$ cat src/rtl/burst_pkg.sv
package burst_pkg;
    parameter int unsigned BURST_AW = 2;

    typedef logic [BURST_AW-1:0] baddr_t;

    typedef enum logic {
        ORD_LINEAR     = 1'b0,
        ORD_INTERLEAVE = 1'b1
    } order_e;

    typedef struct packed {
        baddr_t start;
        baddr_t beat;
        order_e order;
    } seq_state_t;
endpackage

$ cat src/rtl/burst_seq_ctrl.sv
module burst_seq_ctrl
    import burst_pkg::*;
(
    input  logic       clk,
    input  logic       rst,
    input  logic       load_i,
    input  baddr_t     start_addr_i,
    input  logic       order_sel_i,
    input  logic       adv_n_i,
    output seq_state_t state_o
);
    seq_state_t state_d, state_q;

    always_comb begin
        state_d = state_q;
        if (load_i) begin
            state_d.start = start_addr_i;
            state_d.beat  = '0;
            state_d.order = order_sel_i ? ORD_INTERLEAVE : ORD_LINEAR;
        end else if (!adv_n_i) begin
            state_d.beat = state_q.beat + baddr_t'(1);
        end
    end

    always_ff @(posedge clk) begin
        if (rst) begin
            state_q <= '{start: '0, beat: '0, order: ORD_INTERLEAVE};
        end else begin
            state_q <= state_d;
        end
    end

    assign state_o = state_q;

    // ordering may only change on a load edge
    assert_order_frozen_R8: assert property (@(posedge clk) disable iff (rst)
        !load_i |=> $stable(state_q.order));

    // start address frozen between loads
    assert_start_frozen_R9: assert property (@(posedge clk) disable iff (rst)
        !load_i |=> $stable(state_q.start));
endmodule

$ cat src/rtl/burst_addr_map.sv
module burst_addr_map
    import burst_pkg::*;
(
    input  seq_state_t state_i,
    output baddr_t     addr_o
);
    baddr_t lin_addr, ilv_addr;

    always_comb begin
        lin_addr = state_i.start + state_i.beat;
        ilv_addr = state_i.start ^ state_i.beat;
        addr_o   = (state_i.order == ORD_INTERLEAVE) ? ilv_addr : lin_addr;
    end
endmodule

$ cat src/rtl/burst_addr_gen.sv
module burst_addr_gen
    import burst_pkg::*;
#(
    parameter int unsigned AW = BURST_AW
) (
    input  logic          clk,
    input  logic          rst,
    input  logic          load_i,
    input  logic [AW-1:0] start_addr_i,
    input  logic          order_sel_i,
    input  logic          adv_n_i,
    output logic [AW-1:0] addr_o,
    output logic [AW-1:0] beat_o
);
    localparam int unsigned BEATS = 1 << AW;

    seq_state_t st;
    baddr_t     map_addr;

    burst_seq_ctrl u_ctrl (
        .clk          (clk),
        .rst          (rst),
        .load_i       (load_i),
        .start_addr_i (baddr_t'(start_addr_i)),
        .order_sel_i  (order_sel_i),
        .adv_n_i      (adv_n_i),
        .state_o      (st)
    );

    burst_addr_map u_map (
        .state_i (st),
        .addr_o  (map_addr)
    );

    assign addr_o = AW'(map_addr);
    assign beat_o = AW'(st.beat);

    initial begin
        assert_width_match_R4: assert (AW == BURST_AW && BEATS == 4);
    end

    assert_load_R2: assert property (@(posedge clk) disable iff (rst)
        load_i |=> (beat_o == '0) && (addr_o == $past(start_addr_i)));

    assert_load_over_adv_R3: assert property (@(posedge clk) disable iff (rst)
        (load_i && !adv_n_i) |=> (beat_o == '0));

    assert_step_R4: assert property (@(posedge clk) disable iff (rst)
        (!load_i && !adv_n_i) |=> (beat_o == AW'($past(beat_o) + 1'b1)));

    assert_hold_R7: assert property (@(posedge clk) disable iff (rst)
        (!load_i && adv_n_i) |=> ($stable(addr_o) && $stable(beat_o)));
endmodule

$ cat config.mk
export PLATFORM = sky130hd
export DESIGN_NAME = burst_addr_gen
export DESIGN_NICKNAME = d
export VERILOG_FILES = /design/src/rtl/burst_pkg.sv /design/src/rtl/burst_seq_ctrl.sv /design/src/rtl/burst_addr_map.sv /design/src/rtl/burst_addr_gen.sv
export SDC_FILE = /design/constraint.sdc
export NUM_CORES = 1
export LEC_CHECK = 0
export BUFFER_PORTS_ARGS = -buffer_cell sky130_fd_sc_hd__buf_2
export CORE_AREA = 2 2 39 41
export DETAILED_ROUTE_END_ITERATION = 8
export DIE_AREA = 0 0 41 43
export PLACE_DENSITY_LB_ADDON = 0.05
export REMOVE_ABC_BUFFERS = 1
export SLEW_MARGIN = 20
export SYNTH_ARGS = -nofsm -noshare
export SYNTH_HDL_FRONTEND = slang
export SYNTH_SLANG_ARGS = --single-unit
export TNS_END_PERCENT = 5
$ cat constraint.sdc
create_clock -name clk -period 1 [get_ports clk]
set_input_delay 0.25 -clock clk [delete_from_list [all_inputs] [get_ports clk]]
set_output_delay 0.25 -clock clk [all_outputs]
set_load 0.03 [all_outputs]
== Yosys cells after proc, flatten, opt, wreduce, memory -nomap -nowiden ==
Cells that the tools add are included.
Operators by class
  add/sub/neg operators: 2
  muxes and demuxes: 2
  bitwise logic cells: 1
  reduce and logical (&&, ||, !) cells: 1
Operators with widths (count)
  $add A2 B1 Y2 const B: 1
  $add A2 B2 Y2: 1
  $mux W2: 1
  $reduce_or A2 Y1: 1
  $xor A2 B2 Y2: 1
  $mux W1: 1
Word-level totals
  register bits: 5
  input bits: 7
  output and inout port bits: 4
  logic and storage cells: 9

== Depth between registers and ports, before layout ==
Gate-level depths: netlist (run 1).
  depth in word-level cells: 2
  depth in mapped cells: 3
  depth with buffers taken out: 3

== Cells and area by module ==
Synthesis (run 1) repeated with hierarchy kept, for this count alone.
Unflattened totals
  cells, all modules: 21
  area total of the unflattened synthesis: 244.0 um^2
Modules (own cells, without submodules)
  burst_seq_ctrl: instances 1, cells each 17, area each 207.7 um^2, sequential area each 100.1 um^2
  burst_addr_map: instances 1, cells each 4, area each 36.3 um^2, sequential area each 0.0 um^2

== Worst setup path after synthesis (run 1) ==
Ideal clock, no wire load.
  kind: register to output
  from: reg u_ctrl.state_q, in the netlist u_ctrl.state_o[1]
  to: out addr_o[1]
  arrival time: 1.142 ns
  data required time: 0.750 ns
  setup slack: -0.392 ns
  stages on the path, launching flop included: 4
  path buffers: 0
  cell sequence: dfxtp_1 -> ha_1 -> nor2b_1 -> xnor2_1
On the way
  longest elaborated chain between the ends: 2
Ends and longest elaborated chain
  start: declaration: RTL line burst_seq_ctrl.sv:12  | seq_state_t state_d, state_q;
  start signal: assignment: RTL line burst_seq_ctrl.sv:27  | state_q <= '{start: '0, beat: '0, order: ORD_INTERLEAVE};
  start signal: assignment: RTL line burst_seq_ctrl.sv:29  | state_q <= state_d;
  $add A2 B2 Y2: RTL line burst_addr_map.sv:10  | lin_addr = state_i.start + state_i.beat;
  $mux W2: RTL line burst_addr_map.sv:12  | addr_o = (state_i.order == ORD_INTERLEAVE) ? ilv_addr : lin_addr;
  end: declaration: RTL line burst_addr_gen.sv:12  | output logic [AW-1:0] addr_o,
No other way between the ends.

== Worst setup path in the final report (run 1) ==
Ends and elaborated chain as after synthesis.

==> impl_metrics.json, run 1 <==
{
  "largest_reg_flops": 5,
  "first_iter_violations": 2,
  "pwr-share-seq_pct": 39.6,
  "slew_headroom_pct": 87.7,
  "violations": "negative setup slack",
  "overflow": 0,
  "synth_cell_types": 14,
  "yosysWarnings": 0,
  "timing.final.ws_setup_ns": -0.390,
  "io_pins": 11,
  "clock_path_buffers": 2,
  "crit_path_end_kind": "output pin",
  "gp_congestion": 0.578,
  "power_mw": 0.557,
  "syn_to_final_growth_pct": 49.5,
  "report.final.setup_viol": 4,
  "drv_slew": 0,
  "dp_slack_ns": -0.215,
  "grt_util_all_layers_pct": 8.74,
  "vias": 210,
  "antenna_found_initial": 0,
  "swShare_pct": 25.6,
  "syn_area_um2": 263,
  "netlist.area_leader.share_pct": 38.1,
  "fin_util_pct": 28.4,
  "min_path_cells": 2,
  "avgSynthCellArea_um2": 10.9,
  "nets": 45,
  "skew_ns": 0.0000144,
  "finalCriticalPeriod_ns": 1.39,
  "drv_cap": 0,
  "cts-root-buf": "clkbuf_4",
  "critical_path_peak_fanout": 2,
  "finalHoldViolCount": 0,
  "clkSlewWorstSetupHoldPaths_ns": 0.04,
  "routed_wl_um": 506,
  "port_buffers": 10,
  "cts_inserted_buffers": 3,
  "start_util_pct": 19.0,
  "power.switching_mw": 0.142,
  "arrival_ns": 1.14,
  "synth_area_leaders": "dfxtp_1 (38%), xnor2_1 (10%), mux2i_1 (7.6%)",
  "powerDensity_mw_per_mm2": 1420,
  "h-tree-depth": 1,
  "rr_worst_depth": 4,
  "insertion_delay_ns": 0.24,
  "postCtsSetupBuffers": 0,
  "hp-class": "in -> reg",
  "cts_tree": "done",
  "power_leakage_nw": 0.162,
  "worstMarginPinSlew_ns": 0.183,
  "dp_hpwl_um": 403,
  "fmax_mhz": 720,
  "power_frac_comb_pct": 18.3,
  "drcViolationCount": 0,
  "grt_pass1_vias": 209,
  "internal_power_mw": 0.414,
  "grt_pass1_wl_um": 917,
  "cts.sinks": 5,
  "die_x_um": 41,
  "die_area_mm2": 0.00176,
  "synth-seq-area-share_pct": 38.1,
  "start_kind": "register",
  "drive_gt1_share_pct": 66.7,
  "drt-wirelength-per-cell_um": 9.73,
  "outcome": "complete, but fails checks",
  "max-vdd-ir-drop_uv": 599,
  "drtAntennaViolNets": 0,
  "firstDrtPassIters": 2,
  "rsz0062_at_grt": "yes",
  "core.rowCount": 14,
  "cp.required_ns": 0.75,
  "synth.largest_area_cell": "dfxtp_1",
  "synthCells": 24,
  "dieHeight_um": 43,
  "synth_seq_cells": 5,
  "viasPerCell": 4.04,
  "core_mm2": 0.00138,
  "grt_max_degree": 7,
  "antenna_cells": 0,
  "ctsHoldBuffers": 0,
  "path_class": "reg -> out",
  "p_clk_share_pct": 42.0,
  "post-route-period-util_pct": 139
}
==> final cells by class <==
| type | count | area (um2) |
|---|---|---|
| clock buffers | 4 | 26.3 |
| fillers | 159 | 991 |
| multi-input cells | 15 | 153 |
| flip-flops and latches | 5 | 104 |
| well taps | 16 | 20.0 |
| repair buffers | 12 | 90.1 |
==> per-stage QoR <==
step,area (um2),TNS (ns),cells,hold slack (ns)
after global routing,393,-0.898,52,0.220
after global placement,318,-0.241,48,0.454
after detailed placement,318,-0.216,48,0.461
final,393,-0.730,52,0.214
after CTS,393,-0.796,52,0.209
after floorplan,233,-0.728,20,0.319
==> kinds of logic after synthesis <==
family / count (synthesis) / share of synthesized area [%]
AOI/OAI and AO/OA: 1 / 3.33
xor gates and xnor gates: 3 / 10.0
adders and majority gates: 1 / 4.76
buffers and inverters: 4 / 11.4
DFF: 5 / 38.1
muxes: 2 / 7.62
and+or+nand+nor: 8 / 24.8
==> metal layers <==
layer	GRT usage [%]	up-vias	share of wire, %
li1	-	100	-
met2	11.6	8	53
met3	9.42	0	12
met5	0	-	0
met4	4.00	0	0
met1	8.39	102	35
==> cells in the final DEF, fill, tap and decap left out, drive strengths merged <==
master  count
buf        12
dfxtp       5
clkbuf      4
xnor2       3
nor2b       3
mux2i       2
nor2        2
a211o       1
and2b       1
nor4        1
nor3        1
ha          1
==> path summary, 6_finish.rpt <==
kind	start	end	slack, ns
max	u_ctrl.state_o[1]	addr_o[1]	-0.39
min	order_sel_i	u_ctrl.state_o[0]	0.21
max reg2reg	u_ctrl.state_o[1]	u_ctrl.state_o[2]	0.09
min reg2reg	u_ctrl.state_o[4]	u_ctrl.state_o[4]	0.52
==> timing repair <==
| item | CTS | global route |
|---|---|---|
| pin swaps | 2 | 1 |
| resized for setup | 15 | 0 |
| endpoints found under the setup margin | 4 | 4 |
==> power by group through the flow <==
stage	logic, mW	clock network, mW	registers, mW
2_1_floorplan	0.0472	0	0.224
3_3_place_gp	0.0867	0	0.219
3_5_place_dp	0.0884	0	0.220
4_1_cts	0.104	0.248	0.221
5_1_grt	0.109	0.269	0.222
6_report	0.102	0.234	0.221
==> cell usage after synthesis <==
cell      count
nor2b_4       1
nor2_1        2
dfxtp_1       5
and2b_2       1
a211o_1       1
nor2b_1       2
xnor2_1       3
clkbuf_1      1
ha_1          1
nor3_2        1
mux2i_1       2
buf_4         2
buf_6         1
nor4_2        1
==> worst max-delay path, cell delays in order, from the launching register on <==
cell and delay, ns:
dfxtp_2 0.33, ha_4 0.15, nor2b_4 0.11, xnor2_1 0.13, buf_4 0.18
(Power assumes the default switching activity.)
==> inputs of run 2 (changes only) <==
--- a/config.mk
+++ b/config.mk
@@ -5,10 +5,12 @@
 export SDC_FILE = /design/constraint.sdc
 export NUM_CORES = 1
 export LEC_CHECK = 0
+export ABC_AREA = 1
 export BUFFER_PORTS_ARGS = -buffer_cell sky130_fd_sc_hd__buf_2
 export CORE_AREA = 2 2 39 41
 export DETAILED_ROUTE_END_ITERATION = 8
 export DIE_AREA = 0 0 41 43
+export MAX_ROUTING_LAYER = met4
 export PLACE_DENSITY_LB_ADDON = 0.05
 export REMOVE_ABC_BUFFERS = 1
 export SLEW_MARGIN = 20
==> run 2 against run 1 <==
- the run still ends with negative setup slack left
- wire length up 11%
- sequential share of layout area down 1.4 points
- area after synthesis up 1.9%
- cell area up 8.3%
- clock-buffer cell count unchanged
- combinational power up 11%
- critical path type unchanged
- clock power down 3%
==> impl_metrics.json, run 2 <==
{
  "synthArstFlopShare_pct": 0,
  "cts_tree": "done",
  "violations": "negative setup slack",
  "finalCriticalPeriod_ns": 1.37,
  "clock_path_buffers": 2,
  "grt_max_degree": 6,
  "viasPerCell": 3.85,
  "crit_path_end_kind": "output pin",
  "design_area_um2": 425,
  "synthCells": 42,
  "insertion_delay_ns": 0.24,
  "antenna_cells": 0,
  "mostFrequentLayoutCells": "nand2_1 (8), inv_1 (7), nor2_1 (6), buf_2 (6), buf_6 (5)",
  "report.final.setup_viol": 4,
  "final_common_cell": "nand2_1",
  "cpMaxStageDelayCell": "dfxtp_2",
  "synth_area_leaders": "dfxtp_1 (37%), inv_1 (11%), nand2_1 (11%)",
  "finalHoldViolCount": 0,
  "nets": 66,
  "grt_pass1_wl_mm": 1.00,
  "critical_path_peak_fanout": 2,
  "power_leakage_nw": 0.213,
  "overflow": 0,
  "arrival_ns": 1.12,
  "max-vdd-ir-drop_uv": 565,
  "synth_cell_types": 12,
  "hp-class": "in -> reg",
  "dieHeight_um": 43,
  "worstMarginPinSlew_ns": 0.141,
  "firstDrtPassIters": 2,
  "dpl-instance-area_um2": 349,
  "clkSlewWorstSetupHoldPaths_ns": 0.04,
  "core_mm2": 0.00138,
  "grt_pass1_vias": 272,
  "drv_cap": 0,
  "grt_util_all_layers_pct": 9.17,
  "synth-seq-area-share_pct": 37.4,
  "synth_edf_count": 0,
  "slew_headroom_pct": 90.5,
  "syn_to_final_growth_pct": 58.9,
  "syn_area_um2": 268,
  "start_util_pct": 19.3,
  "die_area_mm2": 0.00176,
  "drive_gt1_share_pct": 43.9,
  "routed_wl_um": 564,
  "drtAntennaViolNets": 0,
  "drcViolationCount": 0,
  "fin_util_pct": 30.7,
  "cts_inserted_buffers": 3,
  "outcome": "complete, but fails checks",
  "post-place-cells": 69,
  "cp.required_ns": 0.75,
  "stdcell_count": 73,
  "gp_congestion": 0.684,
  "post-route-period-util_pct": 137,
  "largest_reg_flops": 5,
  "vias": 281,
  "skew_ns": 0.0000249,
  "rsz0062_at_grt": "yes",
  "crit_chain": "ha_4 > inv_2 > nor2_2 > nand3_1 > nand2_1 > inv_1 > buf_6",
  "powerDensity_mw_per_mm2": 1320,
  "first_iter_violations": 1,
  "critPathBufInv": 3,
  "port_buffers": 10,
  "crit_family": "flip-flops",
  "drt-wirelength-per-cell_um": 7.73,
  "drv_slew": 0,
  "path_class": "reg -> out",
  "cts-root-buf": "clkbuf_4",
  "netlist.area_leader.share_pct": 37.4,
  "yosysWarnings": 0,
  "io_pins": 11,
  "ys.flop_type": "dfxtp_1",
  "core.rowCount": 14,
  "start_kind": "register",
  "fmax_mhz": 732,
  "postCtsSetupBuffers": 0,
  "max_stage_delay_ns": 0.34,
  "avgSynthCellArea_um2": 6.38,
  "die_x_um": 41,
  "timing.final.ws_setup_ns": -0.367,
  "cts.sinks": 5,
  "ctsHoldBuffers": 0,
  "h-tree-depth": 1,
  "antenna_found_initial": 0,
  "synth.largest_area_cell": "dfxtp_1",
  "synth_seq_cells": 5,
  "synth_common_cells": "inv_1 (8), nand2_1 (8), nor2_1 (7)",
  "finalSetupTns_ns": -0.714
}
-- run 2: cell count changes after synthesis, moves of 3 or more --
| cell | before | now |
|---|---|---|
| nor2_1 | 2 | 7 |
| o21ai_0 | 0 | 4 |
| inv_1 | 0 | 8 |
| xnor2_1 | 3 | 0 |
| nand2_1 | 0 | 8 |
-- run 2: worst register-to-register path: stages (launching register included) --
cell	delay [ns]
dfxtp_2	0.34
buf_4	0.12
inv_1	0.04
nor2_2	0.11
nand2_1	0.06
nand2_1	0.06
nor2_1	0.04
-- run 2: final timing paths --
kind,to,slack [ns],startpoint,cells after the start
setup reg to reg,u_ctrl.state_o[2],0.12,u_ctrl.state_o[1],6
setup / recovery,addr_o[1],-0.37,u_ctrl.state_o[1],7
hold reg to reg,u_ctrl.state_o[3],0.52,u_ctrl.state_o[3],2
hold / removal,u_ctrl.state_o[0],0.22,order_sel_i,3
-- run 2: cell type report --
type | instances | area (um2)
clock buffer | 4 | 26.3
fill | 160 | 958
timing repair buffer | 14 | 109
tap | 16 | 20.0
inverter | 9 | 33.8
sequential | 5 | 106
multi-input combinational | 25 | 130
-- run 2: kinds of logic after synthesis --
| family | synth area share [%] |
|---|---|
| fa+ha+maj | 4.67 |
| buf+inv | 19.6 |
| flops | 37.4 |
| compound gates | 11.2 |
| simple gates | 27.1 |
-- run 2: power breakdown --
part | internal, mW | switching (mW)
clock network | 0.150 | 0.0770
registers | 0.210 | 0.00947
logic | 0.0549 | 0.0579
-- run 2: layer usage --
layer | wire length [um] | share of wire (%) | track usage (%)
met5 | 0 | 0 | -
met4 | 0 | 0 | 8.00
met3 | 43 | 7.6 | 4.71
met2 | 244 | 43 | 10.9
met1 | 276 | 49 | 10.6
-- run 2: timing repair --
action / CTS / global route
resized for setup: 17 / 0
hold endpoints to repair: 0 / 0
setup endpoints to repair: 4 / 4
pin swaps: 4 / 4
-- run 2: through the flow --
stage	power, mW	worst slack (ns)	hold slack (ns)
after floorplan	0.276	-0.341	0.350
after global placement	0.315	-0.176	0.466
after detailed placement	0.316	-0.194	0.468
after CTS	0.574	-0.408	0.217
after global routing	0.598	-0.460	0.225
final	0.560	-0.367	0.225
